`src/rtl/stopwatch_core.sv`:
```
module stopwatch_core (
  input  logic        clk,
  input  logic        rst_n,
  input  logic        tick,
  input  logic        start_n,
  input  logic        pause_n,
  input  logic        clear_n,
  output logic [3:0]  tenths,
  output logic [3:0]  sec_ones,
  output logic [3:0]  sec_tens,
  output logic [3:0]  min_ones,
  output logic [3:0]  min_tens,
  output logic        running,
  output logic [34:0] seg_n
);
  localparam int NDIG = 5;
  localparam int SEGW = 7;

  typedef enum logic [1:0] {ST_IDLE, ST_RUN, ST_HOLD} state_t;

  state_t               state;
  logic [2:0]           meta, sync, prev;
  logic                 go_p, hold_p, clr_p;
  logic [NDIG:0]        carry;
  logic [4*NDIG-1:0]    dig;

  function automatic logic [6:0] seg_on(input logic [3:0] d);
    case (d)
      4'd0: seg_on = 7'h3F;
      4'd1: seg_on = 7'h06;
      4'd2: seg_on = 7'h5B;
      4'd3: seg_on = 7'h4F;
      4'd4: seg_on = 7'h66;
      4'd5: seg_on = 7'h6D;
      4'd6: seg_on = 7'h7D;
      4'd7: seg_on = 7'h07;
      4'd8: seg_on = 7'h7F;
      4'd9: seg_on = 7'h6F;
      default: seg_on = 7'h00;
    endcase
  endfunction

  // buttons: bit 0 go, bit 1 hold, bit 2 clear; two-flop sync then edge detect
  always_ff @(posedge clk or negedge rst_n) begin
    if (!rst_n) begin
      meta <= '0;
      sync <= '0;
      prev <= '0;
    end else begin
      meta <= ~{clear_n, pause_n, start_n};
      sync <= meta;
      prev <= sync;
    end
  end

  assign {clr_p, hold_p, go_p} = sync & ~prev;

  always_ff @(posedge clk or negedge rst_n) begin
    if (!rst_n)      state <= ST_IDLE;
    else if (clr_p)  state <= ST_IDLE;
    else begin
      case (state)
        ST_RUN:  if (hold_p) state <= ST_HOLD;
        default: if (go_p)   state <= ST_RUN;
      endcase
    end
  end

  assign carry[0] = (state == ST_RUN) && tick;

  for (genvar g = 0; g < NDIG; g++) begin : g_digit
    localparam logic [3:0] LIM = (g == 2 || g == 4) ? 4'd5 : 4'd9;
    logic [3:0] q;

    always_ff @(posedge clk or negedge rst_n) begin
      if (!rst_n)          q <= '0;
      else if (clr_p)      q <= '0;
      else if (carry[g])   q <= (q == LIM) ? 4'd0 : q + 4'd1;
    end

    assign carry[g+1]             = carry[g] && (q == LIM);
    assign dig[4*g +: 4]          = q;
    assign seg_n[SEGW*g +: SEGW]  = ~seg_on(q);
  end

  assign tenths   = dig[3:0];
  assign sec_ones = dig[7:4];
  assign sec_tens = dig[11:8];
  assign min_ones = dig[15:12];
  assign min_tens = dig[19:16];
  assign running  = (state == ST_RUN);
endmodule

```
`config.mk`:
```
export PLATFORM = sky130hd
export DESIGN_NAME = stopwatch_core
export DESIGN_NICKNAME = d
export VERILOG_FILES = /design/src/rtl/stopwatch_core.sv
export SDC_FILE = /design/constraint.sdc
export NUM_CORES = 1
export LEC_CHECK = 0
export ABC_AREA = 1
export BUFFER_PORTS_ARGS = -buffer_cell sky130_fd_sc_hd__buf_2
export CAP_MARGIN = 5
export CORE_UTILIZATION = 57
export DETAILED_ROUTE_END_ITERATION = 16
export PLACE_DENSITY_LB_ADDON = 0.3
export RECOVER_POWER = 100
export SKIP_LAST_GASP = 1
export SYNTH_ARGS = -nofsm -noshare
export SYNTH_HDL_FRONTEND = slang
export SYNTH_SLANG_ARGS = --single-unit
```
`constraint.sdc`:
```
create_clock -name clk -period 4.3 [get_ports clk]
set_input_delay 0.43 -clock clk [delete_from_list [all_inputs] [get_ports clk]]
set_output_delay 0.43 -clock clk [all_outputs]
set_load 0.005 [all_outputs]
```
== Yosys cells after proc, flatten, opt, wreduce, memory -nomap -nowiden ==
Memories as Yosys holds them, arrays and structs flattened.
Cells that the tools add are included.

* Register bits after elaboration: 31
* Output and inout port bits: 56
* Memories: 5
* Logic and storage cells: 65
* ROM bits: 560
* Input port bits: 6

* Eq/ne operators: 7
* $add $sub $neg: 5
* Reductions and logical operators: 12
* Muxes and demuxes: 19
* Bitwise operators: 8

{| class="wikitable"
|+ Memories
! name !! words !! bits a word !! rd ports !! clocked after Yosys merged registers in !! write ports !! line !! text
|-
| (name not given) || 16 || 7 || 1 || 0 || 0 || 28 || <nowiki>case (d)</nowiki>
|-
| (name not given) || 16 || 7 || 1 || 0 || 0 || 28 ||
|-
| (name not given) || 16 || 7 || 1 || 0 || 0 || 28 ||
|-
| (name not given) || 16 || 7 || 1 || 0 || 0 || 28 ||
|-
| (name not given) || 16 || 7 || 1 || 0 || 0 || 28 ||
|}

{| class="wikitable"
|+ Operators with widths
! cell !! number
|-
| $mux 4 || 15
|-
| $not 7->7 || 5
|-
| $add 4x1->4 const B || 5
|-
| $eq 4x4->1 const B || 3
|-
| $reduce_bool 2->1 || 5
|-
| $eq 4x3->1 const B || 2
|-
| $mux 2 || 4
|-
| $not 3->3 || 2
|-
| $logic_and 1x1->1 || 5
|-
| $and 3x3->3 || 1
|-
| $ne 3x1->1 const B || 1
|-
| $reduce_bool 3->1 || 1
|-
| $eq 2x1->1 const B || 1
|-
| $reduce_and 2->1 || 1
|}

== Depth between registers and ports, before layout ==
* Depth after elaboration: 8
* Mapped depth: 9
* Mapped depth without buffers: 8

== Worst setup path before layout ==
No wires, ideal clock.

* Kind: reg-to-output
* From: reg g_digit[4].q[0], in the netlist min_tens[0]
* To: out seg_n[31]
* Stages on the path, launching flop included: 4
* Path buffers: 0
* Arrival time: 1.233 ns
* Path slack: 2.637 ns
* Data required time: 3.870 ns
* Path through: dfrtp_1 > inv_1 > ha_1 > o311ai_0

* Cells in the longest elaborated chain, start to end: 2

{| class="wikitable"
|+ RTL lines
! item !! line !! text
|-
| from (decl) || 73 || <nowiki>logic [3:0] q;</nowiki>
|-
| from (signal assigned) || 78 || <nowiki>else if (carry[g]) q <= (q == LIM) ? 4'd0 : q + 4'd1;</nowiki>
|-
| $mem_v2 16x7 || n/a ||
|-
| $not 7->7 || 83 || <nowiki>assign seg_n[SEGW*g +: SEGW] = ~seg_on(q);</nowiki>
|-
| to (decl) || 14 || <nowiki>output logic [34:0] seg_n</nowiki>
|}

Every way passes these cells.

== Worst setup path after layout ==
Same ends and word-level chain as after synthesis.

==> results.json <==
{
  "run_status": "complete, but fails checks",
  "violated_checks": "max-capacitance violations, max-slew violations",
  "die_h_um": 64.9,
  "p_int_mw": 0.644,
  "routed-via-count": 2135,
  "buffer_ports.inserted": 61,
  "powerDensity_nw_per_um2": 432,
  "gpl.final_weighted_congestion": 0.877,
  "timing.critical_path.depth": 4,
  "core.rowCount": 22,
  "yosys_warnings": 0,
  "grt_max_degree": 32,
  "detail-route-antenna-nets": 0,
  "synth.avg_cell_area_sq_um": 7.53,
  "number_of_global_route_vias_before_repair": 1866,
  "path_class": "register to output pin",
  "final_min_period_over_clock_period_pct": 50.1,
  "hold-path-cell-count": 2,
  "crit_path_start_kind": "register",
  "n_antenna_cell": 0,
  "cap_viol_max_count": 1,
  "most_common_library_cell_in_the_layout_ignoring_fill_and_taps": "sky130_fd_sc_hd__nand2_1",
  "global_route.usage.total_pct": 25.2,
  "cts_inserted_buffers": 5,
  "post_cts_resized": 0,
  "fmaxAchievable_ghz": 0.464,
  "worst-path-max-fanout": 8,
  "cp.arrival_ns": 1.72,
  "clock_pin_slew_worst_setup_and_hold_paths_ns": 0.07,
  "detail_route.iter0.violations": 177,
  "seq_area_frac_synth_pct": 34.3,
  "area_of_the_core_region_sq_um": 3740,
  "combinational_share_of_power_pct": 42.1,
  "max_slew.worst_pin.slew_ns": 1.67,
  "holdWs_ns": 0.268,
  "report.final.slew_viol_count": 32,
  "sw_frac_of_total_pct": 42.6,
  "synth-seq-cells": 31,
  "seq_power_share_pct": 36.3,
  "synthesis.area_sq_um": 2260,
  "cts-root-buf": "sky130_fd_sc_hd__clkbuf_8",
  "htreeDepth": 2,
  "mostFrequentLayoutCells": "69 x sky130_fd_sc_hd__nand2_1, 46 x sky130_fd_sc_hd__o21ai_0, 43 x sky130_fd_sc_hd__inv_1",
  "remaining_routing_drc_violations": 0,
  "fin_setup_tns_ns": 0,
  "design.final.nets": 393,
  "clock_buffer_depth": 2,
  "cp_cell_sequence": "inv_1 -> ha_1 -> o311ai_0 -> clkbuf_1",
  "ios": 62,
  "synth.distinct_cells": 28,
  "timing.clock.skew_ns": 0.00364,
  "grt_remaining_overflow": 0,
  "p_switching_mw": 0.478,
  "floorplan.initialDensity_pct": 60.3,
  "insertion_delay_ns": 0.29,
  "worst_path_dominant_cell_family": "flip-flops",
  "areaGrowthSynthToFinish_pct": 15.0,
  "postSynthCellCount": 300,
  "detailedRoute.firstPassIterationCount": 5,
  "hp-class": "input port to register",
  "crit_buf_inv": 2,
  "grt_first_pass_wirelength_mm": 8.18,
  "clkSinkCount": 31,
  "drive_gt1_share_pct": 14.0,
  "slew_headroom_pct": -11.5,
  "cp_slowest_stage_delay_ns": 0.48,
  "totalWireLength_mm": 4.88,
  "finalSetupViolCount": 0,
  "finalHoldViolations": 0,
  "wl_per_cell_um": 11.9,
  "antenna_violations_before_repair": 0,
  "power.total_mw": 1.12,
  "required_ns": 3.87,
  "slowest_stage": "sky130_fd_sc_hd__dfrtp_1",
  "timing.reg2reg.worst_path_depth": 8,
  "die_w_um": 64.9,
  "routed_via_density": 5.19,
  "layout.filler_cells": 331,
  "cts_tree": "yes",
  "hpwlAfterDp_mm": 3.49,
  "static-leakage-power_nw": 1.44,
  "setup_repair_after_global_routing_missed_its_margin": "false",
  "post_cts_buffers": 0,
  "timing.final.crit_period_ns": 2.15,
  "dieArea_sq_um": 4220,
  "ir_drop_mv": 0.385,
  "cts_hold_buf": 0,
  "synth.net_count": 331,
  "clock_power_share_pct": 21.6,
  "critical_path.endpoint_type": "output pin"
}
[layout make-up]
class                      instances  area (sq um)  share of cell area [%]
clock buffer                       5          68.8                    2.65
clock inverter                     3          25.0                   0.964
inverter                          47           178                    6.84
multi-input combinational        216          1220                    46.8
sequential                        31           776                    29.9
tap                               48          60.1                    2.31
timing repair buffer              61           273                    10.5
[registers in the layout (all words and copies together), names as in the netlist]
name,flops
prev,3
sync,3
state,2
sec_tens,4
min_ones,4
tenths,4
min_tens,4
meta,3
sec_ones,4
[synthesized netlist by cell type]
library cell               count  share of area [%]
sky130_fd_sc_hd__nand2_1      66                 11
sky130_fd_sc_hd__nor3_1        2               0.44
sky130_fd_sc_hd__o21ai_0      42                9.3
sky130_fd_sc_hd__o211ai_1      1               0.33
sky130_fd_sc_hd__dfrtp_1      31                 34
sky130_fd_sc_hd__clkinv_2      1               0.22
sky130_fd_sc_hd__a21oi_1       5                1.1
sky130_fd_sc_hd__nand3_2       2               0.89
sky130_fd_sc_hd__or2_1         1               0.28
sky130_fd_sc_hd__o311ai_0      1               0.39
sky130_fd_sc_hd__or2_2         1               0.28
sky130_fd_sc_hd__o22ai_1       3               0.83
sky130_fd_sc_hd__nor2_8        1               0.89
sky130_fd_sc_hd__nand2_2       3               0.83
sky130_fd_sc_hd__inv_1        43                7.1
sky130_fd_sc_hd__nand3_1      31                6.9
sky130_fd_sc_hd__xor2_1        4                1.6
sky130_fd_sc_hd__nand4_1       5                1.4
sky130_fd_sc_hd__buf_2         2               0.44
sky130_fd_sc_hd__buf_4         1               0.33
sky130_fd_sc_hd__ha_1         25                 14
sky130_fd_sc_hd__o21ai_1       4               0.89
sky130_fd_sc_hd__clkbuf_2      1               0.22
sky130_fd_sc_hd__nor2_4        1               0.50
sky130_fd_sc_hd__nor2_1       16                2.7
sky130_fd_sc_hd__nand3_4       2                1.6
sky130_fd_sc_hd__buf_6         2                1.0
sky130_fd_sc_hd__inv_2         3               0.50
[stage by stage]
stage	worst slack (ns)	util, %	area [sq um]	std cells
detailed placement	2.47	68.9	2580	403
CTS	2.14	71.4	2670	411
floorplan	2.64	-	2260	300
global route	2.01	69.4	2600	411
finish	2.15	69.4	2600	411
global placement	2.54	68.9	2580	403
[kinds of logic after synthesis]
kind of cell               count (synthesis)  share of synthesized area (%)
AOI/OAI and AO/OA                         56                           12.9
xor gates and xnor gates                   4                           1.55
adders and majority gates                 25                           13.9
buffers and inverters                     53                           9.86
DFF                                       31                           34.3
and+or+nand+nor                          131                           27.5
[path summary, 6_finish.rpt]
check                      slack (ns)                      end                     from
min in group asynchronous        0.56        meta[2]$_DFF_PN0_                    rst_n
min                              0.27        meta[0]$_DFF_PN0_                  start_n
max in group asynchronous        2.77  sec_ones[0]$_DFFE_PN0P_                    rst_n
max reg2reg                      2.25  min_tens[3]$_DFFE_PN0P_    tenths[1]$_DFFE_PN0P_
max                              2.15                seg_n[31]  min_tens[0]$_DFFE_PN0P_
min reg2reg                      0.35        sync[0]$_DFF_PN0_        meta[0]$_DFF_PN0_
[worst register-to-register path, delay by kind of cell (launching register included)]
kind	cells	cell delay, ns
AND/OR/NAND/NOR	6	1.20
buffers and inverters	1	0.16
adder cells (fa/ha/maj)	1	0.19
flip-flops	1	0.46
[power by group through the flow]
stage | Sequential [mW] | Combinational, mW | Clock, mW
after floorplan | 0.386 | 0.316 | 0
after global placement | 0.407 | 0.482 | 0
after detailed placement | 0.409 | 0.497 | 0
after CTS | 0.405 | 0.503 | 0.243
after global routing | 0.416 | 0.546 | 0.254
final | 0.407 | 0.472 | 0.242
[routing by layer]
| metal | global-route usage, % | up-vias | part of all wire, % |
|---|---|---|---|
| met5 | 0 | - | 0 |
| met4 | 10.3 | 0 | 1.9 |
| met3 | 4.23 | 12 | 4.1 |
| met2 | 42.4 | 54 | 48 |
| met1 | 31.9 | 973 | 46 |
| li1 | - | 1096 | - |
(Power assumes the default switching activity.)
